## src/rtl/ppio_pkg.sv

```systemverilog
package ppio_pkg;
   localparam int unsigned BUS_W = 8;

   typedef enum logic [1:0] {
      LOC_A    = 2'd0,
      LOC_B    = 2'd1,
      LOC_C    = 2'd2,
      LOC_CTRL = 2'd3
   } loc_e;

   typedef struct packed {
      logic       is_cfg;
      logic [1:0] a_mode;
      logic       a_in;
      logic       cu_in;
      logic       b_mode;
      logic       b_in;
      logic       cl_in;
   } cfg_t;

   localparam cfg_t CFG_RESET = '{is_cfg: 1'b1, a_mode: 2'b00, a_in: 1'b1,
                                  cu_in: 1'b1, b_mode: 1'b0, b_in: 1'b1,
                                  cl_in: 1'b1};
endpackage

```

## src/rtl/ppio_cfg_reg.sv

```systemverilog
module ppio_cfg_reg
   import ppio_pkg::*;
(
   input  logic             clk,
   input  logic             rst_n,
   input  logic             ctrl_we,
   input  logic [BUS_W-1:0] wdata,
   output cfg_t             cfg,
   output logic             cfg_wr,
   output logic             bit_wr
);
   assign cfg_wr = ctrl_we &  wdata[BUS_W-1];
   assign bit_wr = ctrl_we & ~wdata[BUS_W-1];

   always_ff @(posedge clk or negedge rst_n) begin
      if (!rst_n)      cfg <= CFG_RESET;
      else if (cfg_wr) cfg <= cfg_t'(wdata);
   end

   // configuration byte is stored verbatim
   p_cfg_store_r3: assert property (@(posedge clk) disable iff (!rst_n)
      cfg_wr |=> (cfg == cfg_t'($past(wdata))));
   // a single-bit command never alters the configuration
   p_bit_keeps_cfg_r7: assert property (@(posedge clk) disable iff (!rst_n)
      (ctrl_we && !wdata[BUS_W-1]) |=> $stable(cfg));
endmodule

```

## src/rtl/ppio_lane.sv

```systemverilog
module ppio_lane #(
   parameter int unsigned W     = 8,
   localparam int unsigned IDX_W = $clog2(W)
) (
   input  logic             clk,
   input  logic             rst_n,
   input  logic             clr,
   input  logic             wr_en,
   input  logic [W-1:0]     wr_data,
   input  logic             bit_wr,
   input  logic [IDX_W-1:0] bit_idx,
   input  logic             bit_val,
   input  logic             dir_in,
   input  logic [W-1:0]     pin_in,
   output logic [W-1:0]     pin_out,
   output logic [W-1:0]     pin_oe,
   output logic [W-1:0]     rd_val
);
   if (W < 2) begin : g_bad_w
      $error("ppio_lane: W must be at least 2");
   end

   logic [W-1:0] latch_q;

   always_ff @(posedge clk or negedge rst_n) begin
      if (!rst_n)      latch_q <= '0;
      else if (clr)    latch_q <= '0;
      else if (wr_en)  latch_q <= wr_data;
      else if (bit_wr) latch_q[bit_idx] <= bit_val;
   end

   assign pin_out = latch_q;
   assign pin_oe  = {W{~dir_in}};
   assign rd_val  = dir_in ? pin_in : latch_q;

   // configuration write empties the latch
   p_clr_zero_r3: assert property (@(posedge clk) disable iff (!rst_n)
      clr |=> (pin_out == '0));

   for (genvar i = 0; i < W; i++) begin : g_bit_chk
      // untargeted bits hold through a single-bit command
      p_bit_keep_r6: assert property (@(posedge clk) disable iff (!rst_n)
         (bit_wr && !clr && !wr_en && (bit_idx != IDX_W'(i))) |=> $stable(pin_out[i]));
      p_bit_hit_r6: assert property (@(posedge clk) disable iff (!rst_n)
         (bit_wr && !clr && !wr_en && (bit_idx == IDX_W'(i))) |=> (pin_out[i] == $past(bit_val)));
   end
endmodule

```

## src/rtl/ppio_core.sv

```systemverilog
module ppio_core
   import ppio_pkg::*;
#(
   parameter int unsigned DATA_W = 8,
   localparam int unsigned HALF_W = DATA_W / 2,
   localparam int unsigned HIDX_W = $clog2(HALF_W)
) (
   input  logic              clk,
   input  logic              rst_n,
   input  logic              cs_n,
   input  logic              rd_n,
   input  logic              wr_n,
   input  logic [1:0]        addr,
   input  logic [DATA_W-1:0] wdata,
   output logic [DATA_W-1:0] rdata,
   input  logic [DATA_W-1:0] pa_in,
   output logic [DATA_W-1:0] pa_out,
   output logic [DATA_W-1:0] pa_oe,
   input  logic [DATA_W-1:0] pb_in,
   output logic [DATA_W-1:0] pb_out,
   output logic [DATA_W-1:0] pb_oe,
   input  logic [DATA_W-1:0] pc_in,
   output logic [DATA_W-1:0] pc_out,
   output logic [DATA_W-1:0] pc_oe
);
   if (DATA_W != BUS_W) begin : g_bad_w
      $error("ppio_core: DATA_W must equal the control byte width");
   end

   logic  wr_sel, rd_sel, cfg_wr, bit_wr;
   cfg_t  cfg;
   logic [DATA_W-1:0] ra, rb, rc;

   assign wr_sel = ~cs_n & ~wr_n;
   assign rd_sel = ~cs_n & ~rd_n;

   ppio_cfg_reg u_cfg (
      .clk     (clk),
      .rst_n   (rst_n),
      .ctrl_we (wr_sel && addr == LOC_CTRL),
      .wdata   (wdata),
      .cfg     (cfg),
      .cfg_wr  (cfg_wr),
      .bit_wr  (bit_wr)
   );

   ppio_lane #(.W(DATA_W)) u_pa (
      .clk(clk), .rst_n(rst_n), .clr(cfg_wr),
      .wr_en(wr_sel && addr == LOC_A), .wr_data(wdata),
      .bit_wr(1'b0), .bit_idx('0), .bit_val(1'b0),
      .dir_in(cfg.a_in), .pin_in(pa_in),
      .pin_out(pa_out), .pin_oe(pa_oe), .rd_val(ra)
   );

   ppio_lane #(.W(DATA_W)) u_pb (
      .clk(clk), .rst_n(rst_n), .clr(cfg_wr),
      .wr_en(wr_sel && addr == LOC_B), .wr_data(wdata),
      .bit_wr(1'b0), .bit_idx('0), .bit_val(1'b0),
      .dir_in(cfg.b_in), .pin_in(pb_in),
      .pin_out(pb_out), .pin_oe(pb_oe), .rd_val(rb)
   );

   // Port C: two half lanes; index bit 3 of the command selects the half
   for (genvar h = 0; h < 2; h++) begin : g_pc
      logic [HALF_W-1:0] rd_h;
      ppio_lane #(.W(HALF_W)) u_half (
         .clk(clk), .rst_n(rst_n), .clr(cfg_wr),
         .wr_en(wr_sel && addr == LOC_C),
         .wr_data(wdata[h*HALF_W +: HALF_W]),
         .bit_wr(bit_wr && (wdata[HIDX_W+1] == 1'(h))),
         .bit_idx(wdata[HIDX_W:1]),
         .bit_val(wdata[0]),
         .dir_in((h == 0) ? cfg.cl_in : cfg.cu_in),
         .pin_in(pc_in[h*HALF_W +: HALF_W]),
         .pin_out(pc_out[h*HALF_W +: HALF_W]),
         .pin_oe(pc_oe[h*HALF_W +: HALF_W]),
         .rd_val(rd_h)
      );
      assign rc[h*HALF_W +: HALF_W] = rd_h;
   end

   always_comb begin
      rdata = '0;
      if (rd_sel) begin
         unique case (addr)
            LOC_A:    rdata = ra;
            LOC_B:    rdata = rb;
            LOC_C:    rdata = rc;
            default:  rdata = DATA_W'(cfg);
         endcase
      end
   end

   // without a selected write, no latch moves
   p_idle_hold_r8: assert property (@(posedge clk) disable iff (!rst_n)
      (cs_n || wr_n) |=> ($stable(pa_out) && $stable(pb_out) && $stable(pc_out)));
   // bus is quiet when no read is in progress
   p_idle_rdata_r8: assert property (@(posedge clk) disable iff (!rst_n)
      (cs_n || rd_n) |-> (rdata == '0));
   // a port A write is visible after the accepting edge
   p_wr_a_r4: assert property (@(posedge clk) disable iff (!rst_n)
      (wr_sel && addr == LOC_A) |=> (pa_out == $past(wdata)));
endmodule

```

## config.mk

```make
export PLATFORM = sky130hd
export DESIGN_NAME = ppio_core
export DESIGN_NICKNAME = d
export VERILOG_FILES = /design/src/rtl/ppio_pkg.sv /design/src/rtl/ppio_cfg_reg.sv /design/src/rtl/ppio_lane.sv /design/src/rtl/ppio_core.sv
export SDC_FILE = /design/constraint.sdc
export NUM_CORES = 1
export LEC_CHECK = 0
export ABC_AREA = 1
export BUFFER_PORTS_ARGS = -buffer_cell sky130_fd_sc_hd__buf_2
export CORE_ASPECT_RATIO = 1.75
export CORE_MARGIN = 2
export CORE_UTILIZATION = 25
export CTS_BUF_LIST = sky130_fd_sc_hd__clkbuf_4 sky130_fd_sc_hd__clkbuf_8
export DETAILED_ROUTE_END_ITERATION = 8
export HOLD_SLACK_MARGIN = 0.1
export PLACE_DENSITY = 0.43
export SYNTH_ARGS = -nofsm -noshare
export SYNTH_HDL_FRONTEND = slang
export SYNTH_HIERARCHICAL = 1
export SYNTH_SLANG_ARGS = --single-unit
```

## constraint.sdc

```tcl
create_clock -name clk -period 2.2 [get_ports clk]
set_clock_uncertainty 0.15 [all_clocks]
set_input_delay 0.33 -clock clk [delete_from_list [all_inputs] [get_ports clk]]
set_output_delay 0.33 -clock clk [all_outputs]
set_load 0.005 [all_outputs]
```

==> summary.txt <==
Setup path
  • Crit end category: primary output
  • Origin of the worst setup path: u_cfg/cfg[0]
  • Critical path peak fanout: 6
  • Critical setup path kind: register to primary output
  • Launching point of the worst reg2reg path: u_cfg/cfg[4]
  • Worst reg2reg path depth: 3
  • Critical path data required time: 1.72 ns
  • Critical path launch point type: register
  • Crit path DAT: 1.62 ns

Synthesis
  • #FFs+latches synth: 32
  • Largest family of logic cells by synthesized area: simple AND/OR/NAND/NOR gates
  • Synth Warn #: 6
  • Adder-cell share of the synthesized area: 0
  • Post-synthesis xor/xnor area fraction: 0
  • Simple-gate share of the synthesized area: 0.535
  • Syn Inst Count: 489
  • Syn Std Cell Area: 0.00295 mm²
  • Register area share after synthesis: 0.274
  • Netlist cell types: 22
  • Avg Synthesized Cell Area: 6.02 µm²
  • Compound-Gate Fraction of Synth Area: 0.0289
  • Fraction of synthesized area in multiplexers: 0

Floorplan
  • I/O pin count: 95
  • Die ar.: 0.0127 mm²
  • Die Ht: 148 µm
  • CORE AREA: 0.0115 mm²
  • Starting density of the core: 0.256
  • Site Rows: 52
  • Die X: 86.1 µm

Cells and area
  • ANT cells: 0
  • Layout filler cell count: 1310
  • Commonest non-fill, non-tap cells in the layout: nand2_1 (212), nand3_1 (97), buf_2 (94)
  • Layout Utilization: 0.319
  • Most common cell after layout, fill and taps aside: nand2_1
  • Multi-input gate area: 0.00178 mm²
  • Share of layout cells above drive strength 1: 0.255
  • Area grow syn2layout: 24.8%
  • Final nets: 643
  • Register Area: 807 µm²

STA
  • Setup TNS: 0 ns
  • RSZ-0062 raised after global routing: no
  • Finish-stage setup viols: 0
  • Final hold vios: 0
  • Final min period: 2.10 ns
  • Slew Viols, Final: 0
  • Setup ws final: 0.105 ns
  • Worst-margin pin slew: 0.854 ns
  • Slew headroom: 0.431
  • Fin crit share: 0.952
  • Achievable Freq: 477 MHz

Placement
  • Port Buffers: 94
  • Post-Place Setup Slack: 0.0759 ns
  • Global placement routability congestion: 0.798
  • DP HPWL: 8450 µm

GRT
  • Total grt overflow: 0
  • First-pass GRT wire length: 16500 µm
  • Largest net degree at the start of global routing: 33
  • Gr usage total: 0.169
  • Antenna violations before repair: 0
  • Vias in the first global route: 3194

Clocking
  • Clk Latency, worst-skew pair: 0.29 ns
  • Clock transition at path regs: 0.07 ns
  • H-tree depth: 2
  • CTS buffer count: 5
  • CTS Sinks: 32
  • CTS tree: done
  • Root Buffer: clkbuf_8
  • Deepest clock path buffer count: 2

Power
  • P per Cell Area: 561 mW/mm²
  • Total power: 2.06 mW
  • Peak VDD IR: 0.170 mV
  • Static Leak: 2.23 nW

Flow run
  • MaxCap Viol Count: 0

Hold path
  • Hold_sp: wdata[3]
  • WHS Path Cells: 3
  • Hold Path Class: input pin to register

Detailed routing
  • Drt initial violations: 167
  • Vias/cell: 4.45
  • DR vias: 3295
  • Drt pass-1 iters: 4
  • Drt total wl: 10500 µm
  • Wire per inst: 14.2 µm
  • DR DRC count: 0
  • Post-route ant nets: 0

Outcome
  • Status: finished, final reports clean
Yosys cell counts, drive strengths merged:
| cell type | instances | area share |
|---|---|---|
| conb | 1 | 0.0013 |
| dfstp | 5 | 0.045 |
| nand3 | 97 | 0.16 |
| bufinv | 2 | 0.012 |
| or2 | 2 | 0.0042 |
| buf | 37 | 0.099 |
| dfrtp | 27 | 0.23 |
| nor2 | 42 | 0.073 |
| nor3 | 3 | 0.0051 |
| nand4 | 4 | 0.0085 |
| nand2 | 214 | 0.28 |
| inv | 39 | 0.050 |
| o21ai | 12 | 0.020 |
| a21oi | 2 | 0.0034 |
| o211ai | 2 | 0.0051 |
registers in the layout, indices dropped and copies added, names as in the netlist:
| signal | count |
|---|---|
| u_pb/pin_out | 8 |
| u_pa/pin_out | 8 |
| u_cfg/cfg | 8 |
| g_pc.u_half/pin_out | 8 |
per-stage QoR:
stage	instances	hold WS, ns	cell area [µm²]
after floorplan	520	-0.116	3060
after global placement	723	0.316	3490
after detailed placement	723	0.309	3490
after CTS	738	0.170	3660
after global routing	740	0.190	3680
final	740	0.180	3680
kinds of logic after synthesis:
logic type	after synthesis
and+or+nand+nor	362
buffers and inverters	78
DFF	32
AOI/OAI and AO/OA	16
other	1
power by group:
part | total, mW | leakage (nW) | switching [mW] | internal (mW)
Combinational | 0.724 | 1.75 | 0.435 | 0.290
Sequential | 0.739 | 0.417 | 0.0681 | 0.671
Clock | 0.598 | 0.0586 | 0.249 | 0.349
final timing paths:
path,slack (ns),end
max,0.10,rdata[2]
max in group asynchronous,0.82,u_pa/pin_out[0]
min in group asynchronous,0.55,g_pc[1].u_half/pin_out[3]
max reg2reg,1.16,u_cfg/cfg[4]
min,0.18,u_cfg/cfg[3]
min reg2reg,0.33,u_cfg/cfg[7]
what timing repair did:
action,4_1_cts,5_1_grt
setup endpoints to repair,7,7
hold endpoints to repair,27,0
setup buffers,6,2
resized for setup,1,0
gates cloned,0,0
hold buffers,1,0
area by class of cell:
cell class | count | share of cell area
timing repair buffer | 114 | 0.170
sequential | 32 | 0.220
tap | 135 | 0.0459
multi-input combinational | 410 | 0.484
clock inverter | 2 | 0.00953
clock buffer | 6 | 0.0208
inverter | 41 | 0.0504
per-layer routing:
layer  vias to the layer above  track usage  share of wire
li1                       1727            -              -
met1                      1489        0.181           0.37
met2                        72        0.335           0.58
met3                         7       0.0207          0.039
met4                         0       0.0460          0.014
met5                         -            0              0
critical path, stage by stage, from the launching register on:
cell	delay, ns
dfstp_2	0.56
clkinvlp_4	0.12
nand2_1	0.09
nand2_1	0.08
o21ai_1	0.12
nand3_1	0.10
nand2_1	0.07
inv_1	0.05
buf_2	0.12
Note: power is estimated with default switching activity, not from simulation.
